### src/rtl/sio_pkg.sv
package sio_pkg;
  typedef struct packed {
    logic rise;
    logic fall;
  } edge_t;

  function automatic edge_t detect(input logic prev, input logic cur);
    edge_t e;
    e.rise = ~prev & cur;
    e.fall = prev & ~cur;
    return e;
  endfunction
endpackage

### src/rtl/sio_sync.sv
module sio_sync #(
  parameter int          W       = 1,
  parameter int          STAGES  = 2,
  parameter logic [W-1:0] RST_VAL = '0
) (
  input  logic         clk_i,
  input  logic         rst_ni,
  input  logic [W-1:0] d_i,
  output logic [W-1:0] q_o
);
  logic [STAGES-1:0][W-1:0] stg_q;

  always_ff @(posedge clk_i or negedge rst_ni) begin
    if (!rst_ni) stg_q <= {STAGES{RST_VAL}};
    else         stg_q <= {stg_q[STAGES-2:0], d_i};
  end

  assign q_o = stg_q[STAGES-1];
endmodule

### src/rtl/sio_frame_ctrl.sv
module sio_frame_ctrl
  import sio_pkg::*;
#(
  parameter int N_PINS = 12,
  localparam int CW = $clog2(N_PINS + 1)
) (
  input  logic clk_i,
  input  logic rst_ni,
  input  logic cs_s_i,
  input  logic sck_s_i,
  output logic open_o,
  output logic close_o,
  output logic rise_take_o,
  output logic fall_take_o,
  output logic shift_en_o
);
  localparam logic [CW-1:0] LAST = CW'(N_PINS);

  logic          cs_q, sck_q, shift_en_q;
  logic [CW-1:0] bit_cnt_q;
  edge_t         cs_e, sck_e;

  assign cs_e  = detect(cs_q, cs_s_i);
  assign sck_e = detect(sck_q, sck_s_i);

  assign open_o      = cs_e.fall;
  assign close_o     = cs_e.rise;
  assign rise_take_o = sck_e.rise & shift_en_q & (bit_cnt_q < LAST) & ~cs_e.fall;
  assign fall_take_o = sck_e.fall & shift_en_q & (bit_cnt_q != '0) & ~cs_e.fall;
  assign shift_en_o  = shift_en_q;

  always_ff @(posedge clk_i or negedge rst_ni) begin
    if (!rst_ni) begin
      cs_q       <= 1'b1;
      sck_q      <= 1'b0;
      shift_en_q <= 1'b0;
      bit_cnt_q  <= '0;
    end else begin
      cs_q  <= cs_s_i;
      sck_q <= sck_s_i;
      if (cs_e.fall) begin
        shift_en_q <= 1'b1;
        bit_cnt_q  <= '0;
      end else begin
        if (rise_take_o) bit_cnt_q <= bit_cnt_q + 1'b1;
        // frame ends on the falling edge that follows the last accepted rise
        if (fall_take_o && bit_cnt_q == LAST) shift_en_q <= 1'b0;
      end
    end
  end

  p_cnt_sat_r4: assert property (@(posedge clk_i) disable iff (!rst_ni)
    (sck_e.rise && !cs_e.fall && bit_cnt_q == LAST) |=> (bit_cnt_q == LAST));

  p_frame_open_r9: assert property (@(posedge clk_i) disable iff (!rst_ni)
    cs_e.fall |=> (shift_en_q && bit_cnt_q == '0));
endmodule

### src/rtl/sio_shift.sv
module sio_shift #(
  parameter int N_PINS = 12
) (
  input  logic              clk_i,
  input  logic              rst_ni,
  input  logic              load_i,
  input  logic [N_PINS-1:0] load_val_i,
  input  logic              rise_take_i,
  input  logic              fall_take_i,
  input  logic              sdi_i,
  input  logic              commit_i,
  output logic              sdo_o,
  output logic [N_PINS-1:0] latch_o
);
  logic [N_PINS-1:0] cap_q, upd_q, latch_q;

  always_ff @(posedge clk_i or negedge rst_ni) begin
    if (!rst_ni) begin
      cap_q   <= '0;
      upd_q   <= '1;
      latch_q <= '1;
    end else begin
      if (load_i)           cap_q <= load_val_i;
      else if (fall_take_i) cap_q <= {1'b0, cap_q[N_PINS-1:1]};
      // first bit received ends in bit 0 after N_PINS shifts
      if (rise_take_i) upd_q <= {sdi_i, upd_q[N_PINS-1:1]};
      if (commit_i)    latch_q <= upd_q;
    end
  end

  assign sdo_o   = cap_q[0];
  assign latch_o = latch_q;

  p_cap_load_r1: assert property (@(posedge clk_i) disable iff (!rst_ni)
    load_i |=> (cap_q == $past(load_val_i)));

  p_latch_hold_r5: assert property (@(posedge clk_i) disable iff (!rst_ni)
    !commit_i |=> $stable(latch_q));

  p_upd_hold_r4: assert property (@(posedge clk_i) disable iff (!rst_ni)
    !rise_take_i |=> $stable(upd_q));
endmodule

### src/rtl/sio_expander.sv
module sio_expander #(
  parameter int N_PINS      = 12,
  parameter int SYNC_STAGES = 2
) (
  input  logic              clk_i,
  input  logic              rst_ni,
  input  logic              cs_ni,
  input  logic              sck_i,
  input  logic              sdi_i,
  output logic              sdo_o,
  output logic              sdo_oe_o,
  input  logic [N_PINS-1:0] pin_i,
  output logic [N_PINS-1:0] pin_oe_o
);
  logic [2:0]        raw, syn;
  logic              open_w, close_w, rise_w, fall_w, shift_en_w;
  logic [N_PINS-1:0] latch_w;

  assign raw = {cs_ni, sck_i, sdi_i};

  sio_sync #(.W(3), .STAGES(SYNC_STAGES), .RST_VAL(3'b100)) u_sync (
    .clk_i(clk_i), .rst_ni(rst_ni), .d_i(raw), .q_o(syn)
  );

  sio_frame_ctrl #(.N_PINS(N_PINS)) u_ctrl (
    .clk_i(clk_i), .rst_ni(rst_ni), .cs_s_i(syn[2]), .sck_s_i(syn[1]),
    .open_o(open_w), .close_o(close_w), .rise_take_o(rise_w),
    .fall_take_o(fall_w), .shift_en_o(shift_en_w)
  );

  sio_shift #(.N_PINS(N_PINS)) u_shift (
    .clk_i(clk_i), .rst_ni(rst_ni), .load_i(open_w),
    .load_val_i(pin_i & latch_w), .rise_take_i(rise_w), .fall_take_i(fall_w),
    .sdi_i(syn[0]), .commit_i(close_w), .sdo_o(sdo_o), .latch_o(latch_w)
  );

  assign sdo_oe_o = shift_en_w;
  assign pin_oe_o = ~latch_w;

  p_oe_only_on_close_r6: assert property (@(posedge clk_i) disable iff (!rst_ni)
    !close_w |=> $stable(pin_oe_o));
endmodule

### config.mk
export PLATFORM = sky130hd
export DESIGN_NAME = sio_expander
export DESIGN_NICKNAME = d
export VERILOG_FILES = /design/src/rtl/sio_pkg.sv /design/src/rtl/sio_sync.sv /design/src/rtl/sio_frame_ctrl.sv /design/src/rtl/sio_shift.sv /design/src/rtl/sio_expander.sv
export SDC_FILE = /design/constraint.sdc
export NUM_CORES = 1
export LEC_CHECK = 0
export BUFFER_PORTS_ARGS = -buffer_cell sky130_fd_sc_hd__buf_4
export CAP_MARGIN = 5
export CORE_ASPECT_RATIO = 1.5
export CORE_MARGIN = 3
export CORE_UTILIZATION = 50
export DETAILED_ROUTE_END_ITERATION = 16
export PLACE_DENSITY = 0.72
export REMOVE_ABC_BUFFERS = 1
export SYNTH_ARGS = -nofsm -noshare
export SYNTH_HDL_FRONTEND = slang
export SYNTH_SLANG_ARGS = --single-unit
### constraint.sdc
create_clock -name clk_i -period 1.48 [get_ports clk_i]
set_input_delay 0.222 -clock clk_i [delete_from_list [all_inputs] [get_ports clk_i]]
set_output_delay 0.222 -clock clk_i [all_outputs]
set_load 0.005 [all_outputs]
Word level (Yosys, flattened, before mapping)
Index checks and enable logic that the tools add are counted.

cells by class
  multiplexer cells = 6
  bitwise logic cells = 17
  add/subtract/negate cells = 1
  multipliers = 0
  eq/ne operators = 1
  order comparisons = 1
  reduce and logical (&&, ||, !) cells = 5
  shifts and indexed selects = 0
  div/mod/pow operators = 0

operator list
  cell                                                count
  two-way mux 12 bit                                  2
  AND 12 bit                                          1
  NOT 12 bit                                          1
  AND 1 bit                                           10
  two-way mux 4 bit                                   2
  nonzero test 2 bit                                  3
  NOT 1 bit                                           5
  adder 4 x 1 -> 4 bit (second input constant)        1
  == test 4 bit (second input constant)               1
  less-than comparator 4 bit (second input constant)  1
  nonzero test 4 bit                                  1
  two-way mux 1 bit                                   2
  logical AND 1 bit                                   1

word-level totals
  latch bits = 0
  memory bits (read-only) = 0
  memories = 0
  bits in writable memories = 0
  output and inout bits = 14
  logic and storage cells = 40
  register bits = 49

Logic depth before layout (Yosys ltp)
  depth after elaboration = 8
  gate-level depth with buffers = 6
  mapped depth without buffers = 5

Modules after synthesis
From an unflattened synthesis, not the netlist that was laid out.

unflattened totals
  cell total of the unflattened synthesis = 170
  area total of the unflattened synthesis = 2,138.3 µm²

modules (own cells, without submodules)
  module          seq. area each (µm²)  area each (µm²)  cells an instance  instances
  sio_shift       930.9                 1,462.7          101                1
  sio_frame_ctrl  176.4                 380.4            36                 1
  sio_sync        152.6                 175.2            9                  1
  sio_expander    0.0                   120.1            24                 1

Worst setup path before layout
Ideal clock, no wire load.

  kind = register to register
  start point = register u_ctrl.bit_cnt_q[0]
  end point = register u_shift.cap_q[10]
  slack = -0.051 ns
  stages on the path, launching flop included = 7
  data required time = 1.339 ns
  data arrival time = 1.390 ns
  period minus slack after synthesis = 1.531 ns
  path through = dfrtp_1 inv_1 ha_1 or3b_2 buf_2 nand4_1 a31oi_1

on the way
  cells in the longest elaborated chain, start to end = 4

ends and longest elaborated chain
  item                          line                  RTL
  from (decl)                   sio_frame_ctrl.sv:20  logic [CW-1:0] bit_cnt_q;
  from (signal assigned)        sio_frame_ctrl.sv:45  if (rise_take_o) bit_cnt_q <= bit_cnt_q + 1'b1;
  nonzero test 4 bit            sio_frame_ctrl.sv:29  assign fall_take_o = sck_e.fall & shift_en_q & (bit_cnt_q != '0) & ~cs_e.fall;
  AND 1 bit (2 in a row)        sio_frame_ctrl.sv:29
  nonzero test 2 bit (no line)  --
  to (signal assigned)          sio_shift.sv:23       if (load_i) cap_q <= load_val_i;
  to (signal assigned)          sio_shift.sv:24       else if (fall_take_i) cap_q <= {1'b0, cap_q[N_PINS-1:1]};
  to (decl)                     sio_shift.sv:15       logic [N_PINS-1:0] cap_q, upd_q, latch_q;

No other way between the ends.
A chain may end at the register's enable or synchronous reset.

Worst setup path after layout
  start point = register u_ctrl.bit_cnt_q[2]
  end point = register u_shift.upd_q[11]

on the way
  cells in the longest elaborated chain, start to end = 3

ends and longest elaborated chain
  item                        line                  RTL
  less-than comparator 4 bit  sio_frame_ctrl.sv:28  assign rise_take_o = sck_e.rise & shift_en_q & (bit_cnt_q < LAST) & ~cs_e.fall;
  AND 1 bit (2 in a row)      sio_frame_ctrl.sv:28
  to (signal assigned)        sio_shift.sv:26       if (rise_take_i) upd_q <= {sdi_i, upd_q[N_PINS-1:1]};
  to (decl)                   sio_shift.sv:15

No other way between the ends.

==> impl_metrics.yaml <==
detailed_routing:
  drcViolationCount: 0
  routed-wl-met3_um: 192
  ant_nets: 0
  avgRoutedWirePerCell_um: 16.0
  drt-met1-wl_mm: 1.75
  met2_length_mm: 2.26
  highest_layer: "met4"
  wl_mm: 4.26
  drtPass1Iterations: 4
  dr_total_vias: 1541
  drt_iter0_markers: 49
  via_per_inst: 5.77
floorplanning:
  core_mm2: 0.00399
  dieArea_mm2: 0.00502
  fp-row-count: 28
  die_w_um: 58.9
  chipHeight_um: 85.3
  io_pins: 31
  start_util_pct: 52.5
timing:
  setup_tns_ps: 0
  grt_setup_unrepaired: "false"
  timing.final.ws_setup_ps: 73.7
  finalCritPeriodShare_pct: 95.0
  slew_viol_final: 0
  min_period_ps: 1410
  skew_ps: 6.59
  slew_headroom_pct: 60.5
  hold_violations: 0
  setup_viol: 0
  worst_pin_slew_ps: 593
  fmax_mhz: 711
clock_tree:
  numClockSinks: 49
  cts_tree: "yes"
  cts-root-buf: "clkbuf_8"
  clk_latency_ps: 300
  cts_max_path_buffers: 2
  post_cts_buffers: 0
  cts_max_level: 2
  cts_made_buffers: 5
  path_clk_slew_ps: 80
logic_synthesis:
  yosysTopAreaCell: "dfstp_2"
  ys.flop_type: "dfstp_2"
  yosysTopAreaCellShare_pct: 33.9
  synth_fa_ha_area_share_pct: 1.19
  synth_area_mm2: 0.00210
  synth_edf_count: 0
  synth_top_family_by_area: "compound AO/OA/AOI/OAI gates"
  avgSynthCellArea_um2: 11.4
  synth.area.top_cells: "dfstp_2 (34%), dfrtp_1 (26%), mux2_4 (7.2%)"
  ys_seq_area_share_pct: 60.1
  synth.yosys.warnings: 0
  synth_xor_area_share_pct: 0
  synth-seq-cells: 49
  synth-simple-area-share_pct: 10.7
  synthArstFlopShare_pct: 100
  synth_compound_area_share_pct: 14.4
  syn_inst: 184
  synthMuxAreaShare_pct: 8.24
  synth.distinct_cells: 29
placed_design:
  pre_cts_ws_ps: -127
  portBuffers: 30
  gp_congestion: 0.743
  dpl.hpwl_mm: 2.85
  place_inst: 256
layout:
  final-instance-count-excl-fill: 267
  antennaDiodeCount: 0
  nFillCells: 340
  postLayoutCoreUtil_pct: 63.7
  drive_above_1_share_pct: 41.4
  final_common_cell: "buf_4"
  nets: 240
  mostFrequentLayoutCells: "buf_4 (35), dfstp_2 (27), o21ai_0 (25)"
  syn2layout_area_growth_pct: 21.4
setup_path:
  cp-start-kind: "flop"
  r2r_slack_ps: 70
  cp_data_required_time_ps: 1710
  crit_type: "reg2reg"
  worst_ep_arrival_time_ps: 1630
  crit_path_max_fanout: 12
  cp-end-kind: "flop"
power:
  cellPowerDensity_mw_per_mm2: 1450
  p_leak_nw: 1.09
  ir_worst_vdd_mv: 1.08
global_route:
  antenna_found_initial: 0
  grt_first_pass_wirelength_mm: 7.01
  grtUsageTotal_pct: 18.2
  grt_start_max_net_pins: 50
  overflow: 0
  first_global_vias: 1487
job:
  maxCapViolations: 0
worst_hold_path:
  hp-class: "in2reg"
status:
  status: "finished, final reports clean"
[cell type report]
type | instances | area [um^2] | share of cell area, %
Inverter | 15 | 56.3 | 2.21
Multi-Input combinational cell | 110 | 762 | 30.0
Tap cell | 45 | 56.3 | 2.21
Clock inverter | 1 | 6.26 | 0.246
Sequential cell | 49 | 1260 | 49.5
Clock buffer | 7 | 76.3 | 3.00
Timing Repair Buffer | 40 | 327 | 12.8
[Yosys cell counts, drive strengths merged, types with 3 or more instances]
cell     n
clkbuf   6
a31oi   11
buf      5
o21ai   27
nand3    5
nand4   11
nor2b    3
inv     15
dfstp   27
a21oi   13
mux2    12
nand2   13
dfrtp   22
[power by group]
part | total (mW) | internal (mW) | switching, mW
Clock | 0.762 | 0.336 | 0.426
Combinational | 0.905 | 0.527 | 0.378
Sequential | 2.03 | 1.82 | 0.209
[final timing paths]
| path | startpoint | to | cells past startpoint |
|---|---|---|---|
| worst max-delay path | u_ctrl.bit_cnt_q[2] | u_shift.upd_q[11] | 4 |
| worst min-delay path | cs_ni | u_sync.stg_q[2] | 1 |
| worst max register to register | u_ctrl.bit_cnt_q[2] | u_shift.upd_q[11] | 4 |
| worst min register to register | u_sync.stg_q[1] | u_sync.q_o[1] | 0 |
| max in group asynchronous | rst_ni | u_ctrl.bit_cnt_q[0] | 2 |
| min in group asynchronous | rst_ni | u_ctrl.bit_cnt_q[2] | 2 |
[state kept, by name (all words and copies together) (netlist names), 3 cells and up]
register          cells
u_sync.q_o            3
u_shift.cap_q        12
u_ctrl.bit_cnt_q      4
u_shift.latch_o      12
u_sync.stg_q          3
u_shift.upd_q        12
[metrics by stage]
step	hold slack, ps	power (mW)	cell area, um^2
floorplan	-73.6	2.48	2040
global placement	254	2.83	2390
detailed placement	268	2.89	2390
CTS	19.7	3.66	2490
global route	7.03	3.93	2540
finish	29.1	3.70	2540
[metal layers]
layer / up-vias / track usage [%]
met1: 754 / 23.7
met3: 6 / 4.26
met2: 55 / 29.7
li1: 726 / -
met5: - / 0
met4: 0 / 5.57
[cell families after synthesis]
group | after synthesis
multiplexers | 12
flip-flops | 49
adder cells (fa/ha/maj) | 2
AO/OA/AOI/OAI | 55
AND/OR/NAND/NOR | 40
buffers and inverters | 26
[critical path, cell delays in order (launching register included)]
cell,delay [ps]
dfrtp_1,530
nand2_1,170
nand3_2,130
buf_12,160
mux2_2,340
[what timing repair did]
action	in CTS	in global routing
hold endpoints to repair	22	0
pin swaps	0	11
resized for setup	1	14
hold buffers	1	0
endpoints found under the setup margin	11	12
cloned	0	2
Note: power is estimated with default switching activity, not from simulation.
